## src/rtl/trap_sequencer.sv

```systemverilog
module trap_sequencer #(
  parameter int NVEC    = 8,
  parameter int FLT_VEC = 1,
  parameter int DZ_VEC  = 2,
  parameter int IW      = $clog2(NVEC)
) (
  input  logic          clk,
  input  logic          rst_n,
  input  logic          exc_req,
  input  logic [IW-1:0] exc_idx,
  input  logic          dz_req,
  input  logic          rti_req,
  input  logic          st_req,
  input  logic [15:0]   st_addr,
  input  logic [15:0]   st_data,
  input  logic [15:0]   cur_pc,
  input  logic [15:0]   cur_psw,
  input  logic [15:0]   cur_sp,
  output logic          mem_req,
  output logic          mem_we,
  output logic [15:0]   mem_addr,
  output logic [15:0]   mem_wdata,
  input  logic [15:0]   mem_rdata,
  input  logic          mem_rdy,
  output logic [15:0]   new_pc,
  output logic [15:0]   new_psw,
  output logic [15:0]   new_sp,
  output logic          upd,
  output logic          busy,
  output logic          priv_fault,
  output logic          wr_denied
);
  localparam logic [15:0] VT_END = 16'(4 * NVEC);
  localparam logic [1:0]  M_USR  = 2'b11;
  localparam logic [1:0]  M_BAD  = 2'b10;

  typedef enum logic [3:0] {
    S_IDLE, S_PSHS, S_PSHP, S_VPC, S_VPS, S_POPP, S_POPS, S_DONE, S_STW
  } state_t;

  state_t        st;
  logic [15:0]   pc_r, psw_r, sp_r, sp0, opc, opsw, stw_a, stw_d;
  logic [IW-1:0] vec_r, pend_idx;
  logic [1:0]    m0, stw_m;
  logic          pend, is_ret, faulted, fault_q, deny_q;

  wire idle     = (st == S_IDLE);
  wire start_x  = idle & (pend | dz_req | exc_req);
  wire start_r  = idle & ~start_x & rti_req;
  wire start_s  = idle & ~start_x & ~rti_req & st_req;
  wire st_block = (cur_psw[15:14] == M_USR) && (st_addr < VT_END);
  wire keep_d   = dz_req & ~(idle & ~pend);
  wire keep_e   = exc_req & ~(idle & ~pend & ~dz_req);
  wire pend_ok  = ~pend | idle;
  wire [IW-1:0] take_idx = pend ? pend_idx : (dz_req ? IW'(DZ_VEC) : exc_idx);
  wire [1:0] pop_m = mem_rdata[15:14];
  wire ret_ok   = (pop_m != M_BAD) && (pop_m >= m0);
  wire [15:0] vaddr = 16'(vec_r) << 2;

  always_comb begin
    mem_req   = 1'b1;
    mem_we    = 1'b0;
    mem_addr  = 16'h0;
    mem_wdata = 16'h0;
    case (st)
      S_PSHS: begin mem_we = 1'b1; mem_addr = sp0 - 16'd2; mem_wdata = opsw; end
      S_PSHP: begin mem_we = 1'b1; mem_addr = sp0 - 16'd4; mem_wdata = opc;  end
      S_VPC:  mem_addr = vaddr;
      S_VPS:  mem_addr = vaddr + 16'd2;
      S_POPP: mem_addr = sp0;
      S_POPS: mem_addr = sp0 + 16'd2;
      S_STW:  begin mem_we = 1'b1; mem_addr = stw_a; mem_wdata = stw_d; end
      default: mem_req = 1'b0;
    endcase
  end

  always_ff @(posedge clk) begin
    if (!rst_n) begin
      st <= S_IDLE;
      {pc_r, psw_r, sp_r, sp0, opc, opsw, stw_a, stw_d} <= '0;
      {vec_r, pend_idx, m0, stw_m} <= '0;
      {pend, is_ret, faulted, fault_q, deny_q} <= '0;
    end else begin
      fault_q <= 1'b0;
      deny_q  <= 1'b0;
      if (idle && pend) pend <= 1'b0;
      if ((keep_d || keep_e) && pend_ok) begin
        pend     <= 1'b1;
        pend_idx <= keep_d ? IW'(DZ_VEC) : exc_idx;
      end
      if (start_x || start_r) begin
        sp0  <= cur_sp;
        opc  <= cur_pc;
        opsw <= cur_psw;
        m0   <= cur_psw[15:14];
      end
      case (st)
        S_IDLE: begin
          if (start_x) begin
            vec_r   <= take_idx;
            is_ret  <= 1'b0;
            faulted <= 1'b0;
            st      <= S_PSHS;
          end else if (start_r) begin
            is_ret  <= 1'b1;
            faulted <= 1'b0;
            st      <= S_POPP;
          end else if (start_s) begin
            if (st_block) deny_q <= 1'b1;
            else begin
              stw_a <= st_addr;
              stw_d <= st_data;
              stw_m <= cur_psw[15:14];
              st    <= S_STW;
            end
          end
        end
        S_PSHS: if (mem_rdy) st <= S_PSHP;
        S_PSHP: if (mem_rdy) st <= S_VPC;
        S_VPC:  if (mem_rdy) begin pc_r <= mem_rdata; st <= S_VPS; end
        S_VPS:  if (mem_rdy) begin
          psw_r <= (vec_r == IW'(FLT_VEC)) ? {2'b00, mem_rdata[13:0]} : mem_rdata;
          sp_r  <= sp0 - 16'd4;
          st    <= S_DONE;
        end
        S_POPP: if (mem_rdy) begin pc_r <= mem_rdata; st <= S_POPS; end
        S_POPS: if (mem_rdy) begin
          if (ret_ok) begin
            psw_r <= mem_rdata;
            sp_r  <= sp0 + 16'd4;
            st    <= S_DONE;
          end else begin
            fault_q <= 1'b1;
            vec_r   <= IW'(FLT_VEC);
            is_ret  <= 1'b0;
            faulted <= 1'b1;
            st      <= S_PSHS;
          end
        end
        S_DONE: st <= S_IDLE;
        S_STW:  if (mem_rdy) st <= S_IDLE;
        default: st <= S_IDLE;
      endcase
    end
  end

  assign new_pc     = pc_r;
  assign new_psw    = psw_r;
  assign new_sp     = sp_r;
  assign upd        = (st == S_DONE);
  assign busy       = ~idle;
  assign priv_fault = fault_q;
  assign wr_denied  = deny_q;

  AST_RET_PRIV:   assert property (@(posedge clk) disable iff (!rst_n) (upd && is_ret) |-> (psw_r[15:14] != M_BAD && psw_r[15:14] >= m0));
  AST_FLT_KERNEL: assert property (@(posedge clk) disable iff (!rst_n) (upd && faulted) |-> psw_r[15:14] == 2'b00);
  AST_ENTRY_SP:   assert property (@(posedge clk) disable iff (!rst_n) (upd && !is_ret) |-> sp_r == sp0 - 16'd4);
  AST_VT_GUARD:   assert property (@(posedge clk) disable iff (!rst_n) (mem_req && mem_we && st == S_STW) |-> (stw_a >= VT_END || stw_m != M_USR));
  AST_UPD_PULSE:  assert property (@(posedge clk) disable iff (!rst_n) upd |=> !upd);
  AST_UPD_BUSY:   assert property (@(posedge clk) disable iff (!rst_n) upd |-> busy);
  AST_MEM_HOLD:   assert property (@(posedge clk) disable iff (!rst_n) (mem_req && !mem_rdy) |=> (mem_req && $stable(mem_addr) && $stable(mem_we)));
endmodule

```

## config.mk

```make
export PLATFORM = sky130hd
export DESIGN_NAME = trap_sequencer
export DESIGN_NICKNAME = d
export VERILOG_FILES = /design/src/rtl/trap_sequencer.sv
export SDC_FILE = /design/constraint.sdc
export NUM_CORES = 1
export LEC_CHECK = 0
export BUFFER_PORTS_ARGS = -buffer_cell sky130_fd_sc_hd__buf_4
export CORE_MARGIN = 1.5
export CORE_UTILIZATION = 50
export CTS_CLUSTER_DIAMETER = 200
export DETAILED_ROUTE_END_ITERATION = 16
export PLACE_DENSITY = 0.76
export SYNTH_ARGS = -nofsm -noshare
export SYNTH_HDL_FRONTEND = slang
export SYNTH_SLANG_ARGS = --single-unit
```

## constraint.sdc

```tcl
create_clock -name clk -period 3.6 [get_ports clk]
set_clock_uncertainty 0.1 [all_clocks]
set_input_delay 0.18 -clock clk [delete_from_list [all_inputs] [get_ports clk]]
set_output_delay 0.18 -clock clk [all_outputs]
set_load 0.05 [all_outputs]
```

# [After elaboration in Yosys (flattened, before gate mapping)]
# Index checks and enable logic that the tools add are counted.
[word_totals] reg_bits=143 input_bits=106 out_inout_bits=86 word_cells=125
[op_classes] n_addsub=5 order_cmp=2 eq_ne=23 n_mux=37 bitwise=23 reduce_logical=20
[ops] cell="two-way mux 16 bit" n=7
[ops] cell="case mux 16 bit (7 select lines)" n=1
[ops] cell="case mux 16 bit (2 select lines)" n=2
[ops] cell="case mux 16 bit (3 select lines)" n=1
[ops] cell="two-way mux 4 bit" n=11
[ops] cell="case mux 4 bit (8 select lines)" n=1
[ops] cell="two-way mux 3 bit" n=7
[ops] cell="inequality test 2 bit (second input constant)" n=10
[ops] cell="adder 16 x 2 -> 16 bit (second input constant)" n=1
[ops] cell="adder 16 x 3 -> 16 bit (second input constant)" n=1
[ops] cell="equality test 4 x 3 -> 1 bit (second input constant)" n=4
[ops] cell="< comparator 16 x 6 -> 1 bit (second input constant)" n=1
[ops] cell="subtractor 16 x 2 -> 16 bit (second input constant)" n=1
[ops] cell="subtractor 16 x 3 -> 16 bit (second input constant)" n=1
[ops] cell="inverter 1 bit" n=11
[ops] cell="bitwise AND 1 bit" n=9
[ops] cell="AND reduction 9 bit" n=1
[ops] cell="equality test 4 x 2 -> 1 bit (second input constant)" n=2
[ops] cell="AND reduction 4 bit" n=2
[ops] cell="OR reduction 7 bit" n=1
[ops] cell="adder 5 x 2 -> 6 bit (second input constant)" n=1
[ops] cell="two-way mux 1 bit" n=6
[ops] cell="case mux 3 bit (2 select lines)" n=1
[ops] cell="nonzero test 2 bit" n=3
[ops] cell="18 further kinds" n=24

# [Depth between registers and ports, before layout]
[depth] ltp_word=11 ltp_mapped=11 mapped_depth_nobuf=9

# [Worst setup path before layout]
# OpenSTA, ideal clock, no wires.
[synth_timing] kind="register to output" startpoint="register st[3]" endpoint="output port mem_addr[13]" arrival_time_ps=3556 t_required_ps=3320 slack_ps=-236 path_stages_with_launch=12 path_buffers=2 path_cell_list="dfxtp_1 -> buf_6 -> nand2b_1 -> or2_1 -> buf_6 -> fa_1 -> a21o_1 -> a221oi_1 -> o21bai_1 -> o31ai_1 -> xor2_1 -> o21ai_0"
[synth_between] elab_chain_len=2 elab_cells_between_ends=8 cone_classes="eq/ne: 7; mux: 1"
[synth_rtl] element="start, declared" line="41" source="state_t st;"
[synth_rtl] element="start signal, assigned" line="79" source="st <= S_IDLE;"
[synth_rtl] element="start signal, assigned" line="103" source="st <= S_PSHS;"
[synth_rtl] element="start signal, assigned" line="107" source="st <= S_POPP;"
[synth_rtl] element="equality test 4 bit (tied with other cells)" line="65" source="case (st)"
[synth_rtl] element="case mux 16 bit (7 select lines) (*)" line="65"
[synth_rtl] element="end, declared" line="21" source="output logic [15:0] mem_addr,"
# Every way passes the cells marked *; elsewhere a longest branch is shown, timed or not.

# [Worst setup path after layout]
[layout_timing] startpoint="register st[0]" endpoint="output port mem_addr[14]"
# The elaborated chain is that of the path after synthesis.

==> flow_summary.json <==
{
  "outcome": "finished clean",
  "initial_core_util": 0.520,
  "final_nets": 1334,
  "syn_nets": 1069,
  "yosys.area_share.simple": 0.232,
  "post-route-drc-count": 0,
  "antenna_cells": 0,
  "intPower_uw": 4600,
  "place.gp.congestion": 0.914,
  "synth_top_area_frac": 0.387,
  "ys_ff_latch": 141,
  "synthMuxAreaShare": 0.0317,
  "start_kind": "flip-flop",
  "end_kind": "output pin",
  "synth_edf_count": 0,
  "yosysSeqAreaShare": 0.387,
  "track_usage": 0.316,
  "io_pins": 192,
  "crit_required_ns": 3.32,
  "switching_share": 0.493,
  "synth_ff_type": "dfxtp_1",
  "num_vias": 8095,
  "grt_max_degree": 98,
  "slew_viol_final": 0,
  "ir_worst_vdd_mv": 0.660,
  "avgSynthCellArea_um2": 7.77,
  "pwr-share-seq": 0.242,
  "clk_latency_ns": 0.43,
  "drv_cap": 0,
  "arrival_ns": 3.24,
  "crit_type": "flip-flop to output pin",
  "leakagePower_uw": 0.00436,
  "die-area_um2": 15300,
  "dr.pass1.iters": 6,
  "hold_class": "input port to flip-flop",
  "fmax_mhz": 284,
  "coreArea_um2": 14000,
  "fin_crit_sh": 0.979,
  "ant_nets": 0,
  "crit_path_start": "st[0]",
  "pwr-share-comb": 0.581,
  "drive_gt1_frac": 0.222,
  "finalNonFillerCells": 1398,
  "cts_buffers": 17,
  "tightestPinTransition_ns": 1.04,
  "fin_setup_tns_ns": 0,
  "grt_pass1_vias": 7670,
  "syn_inst": 940,
  "r2r_slack_ns": 1.16,
  "portBuffers": 191,
  "synth_top_family_by_area": "simple AND/OR/NAND/NOR gates",
  "die_w_um": 124,
  "synth.area.top_cells": "dfxtp_1 (39%), nand2_1 (12%), a21oi_1 (9.0%)",
  "synth_xor_area_frac": 0.0360,
  "vias_per_cell": 5.79,
  "yosys.area_share.adder": 0.0418,
  "r2r-start": "opsw[15]",
  "slew_headroom": 0.304,
  "nFillCells": 1066,
  "async_flop_share": 0,
  "cts_num_sinks": 141,
  "synth.cell_area_um2": 7300,
  "finalWirelength_um": 24200,
  "ff2ff_path_depth": 8,
  "wl_per_cell_um": 17.3,
  "yosysWarningCount": 0,
  "cts_tree": "built",
  "finalSetupViolCount": 0,
  "synthDistinctLibCells": 73,
  "clk_pin_slew_ns": 0.06,
  "worstSetupEndpoint": "mem_addr[14]",
  "period_needed_ns": 3.52,
  "cts_buffer_depth": 2,
  "dpl.hpwl_um": 15100,
  "grt_pass1_wl_um": 37600,
  "dr.first_iter.drc_count": 690,
  "power.switching_uw": 4480,
  "clkPwrFrac": 0.177,
  "h-tree-depth": 4,
  "areaGrowthSynthToFinish_pct": 42.6,
  "r2r_end": "new_psw[14]",
  "antenna_found_initial": 0,
  "hold_viol": 0,
  "power_density_nw_per_um2": 871,
  "core.rowCount": 43,
  "gr-total-overflow": 0,
  "die_height_um": 124,
  "synth_compound_gate_area_share": 0.206,
  "dp.cells": 1261,
  "clock_tree.root_cell": "clkbuf_16",
  "yosysTopAreaCell": "dfxtp_1",
  "critPathMaxFanout": 10
}
-- per-layer routing --
layer / track usage / routed length, µm / vias up
met5: 0 / 0 / -
met4: 0.181 / 1060 / 0
met3: 0.0627 / 2160 / 85
met2: 0.523 / 11300 / 451
met1: 0.384 / 9670 / 3743
li1: - / - / 3816
-- metrics by stage --
stage / hold slack (ns) / util / setup slack (ns) / total power (µW) / instance area, µm²
6_report: 0.0772 / 0.741 / 0.0762 / 9070 / 10400
5_1_grt: 0.104 / 0.741 / -0.0256 / 9550 / 10400
4_1_cts: 0.0685 / 0.740 / 0.119 / 8870 / 10400
3_5_place_dp: 0.330 / 0.627 / 0.344 / 7140 / 8800
3_3_place_gp: 0.328 / 0.627 / 0.391 / 7090 / 8800
2_1_floorplan: 0.198 / - / 0.0632 / 5820 / 7300
-- flip-flops by register name (all words and copies together), names as in the netlist, 3 cells and up --
signal and flops:
new_pc 16, new_psw 16, new_sp 16, opc 16, opsw 16, pend_idx 3, sp0 16, st 4
stw_a 16, stw_d 16, vec_r 3
-- cell usage after synthesis (all sizes together), types with 12 or more instances --
cell	count
mux2i	22
nand4	12
a21oi	133
nor3	12
nand3	20
o21ai	33
dfxtp	141
clkbuf	39
a222oi	18
inv	33
xnor2	16
xor2	14
ha	22
buf	33
nor2	48
nand2	241
-- worst min-delay path by stage --
stage,slack (ns),endpoint,from,cells after the start
3_5_place_dp,0.33,wr_denied,st_req,3
2_1_floorplan,0.20,wr_denied,st_req,2
4_1_cts,0.07,pend_idx[1],dz_req,3
3_3_place_gp,0.33,sp0[6],cur_sp[6],3
5_1_grt,0.10,pend_idx[1],dz_req,3
6_report,0.08,pend_idx[1],dz_req,3
-- power groups by stage --
stage	logic [µW]	clock network (µW)	registers, µW
floorplan	3630	0	2190
global placement	4890	0	2200
detailed placement	4940	0	2210
CTS	5080	1610	2180
global route	5640	1690	2230
finish	5270	1610	2200
-- cells by family (layout without fill, tap and decap cells) --
| kind of cell | Yosys count | in the layout |
|---|---|---|
| flip-flops | 141 | 141 |
| XOR/XNOR | 30 | 30 |
| AO/OA/AOI/OAI | 240 | 240 |
| multiplexers | 23 | 23 |
| AND/OR/NAND/NOR | 377 | 377 |
| adder cells (fa/ha/maj) | 24 | 24 |
| buffers and inverters | 105 | 383 |
-- cells in the final DEF (no fill, tap or decap), types with 16 or more instances in the layout --
master / Yosys / final
a21oi_1: 131 / 131
a222oi_1: 18 / 18
buf_4: 7 / 215
clkbuf_16: 0 / 17
dfxtp_1: 141 / 141
dlygate4sd3_1: 0 / 103
ha_1: 22 / 22
inv_1: 30 / 30
mux2i_1: 22 / 22
nand2_1: 241 / 241
nand3_1: 20 / 20
nor2_1: 48 / 47
o21ai_0: 29 / 27
xnor2_1: 16 / 16
-- timing repair --
item	4_1_cts	5_1_grt
hold buffers	103	0
buffers inserted	0	2
endpoints found under the hold margin	121	0
setup endpoints to repair	3	2
pin swaps	0	1
resized for setup	3	1
cloned	0	0
-- cell type report --
| class | instances | area [µm²] | area share |
|---|---|---|---|
| flip-flops and latches | 141 | 2820 | 0.271 |
| inverters | 33 | 129 | 0.0124 |
| clock buffers | 20 | 447 | 0.0429 |
| clock inverters | 12 | 87.6 | 0.00841 |
| multi-input cells | 694 | 4060 | 0.389 |
| repair buffers | 318 | 2650 | 0.254 |
| well taps | 180 | 225 | 0.0216 |
-- worst max-delay path: stages (launching register included) --
cell and delay (ns):
dfxtp_1 0.31, nand2b_2 0.24, or2_4 0.32, ha_1 0.28, and2b_1 0.21, o2111ai_1 0.16
a32oi_2 0.32, a31oi_1 0.19, or4_1 0.49, nand3_1 0.09, buf_4 0.20
Power figures use the tool's default switching activity.
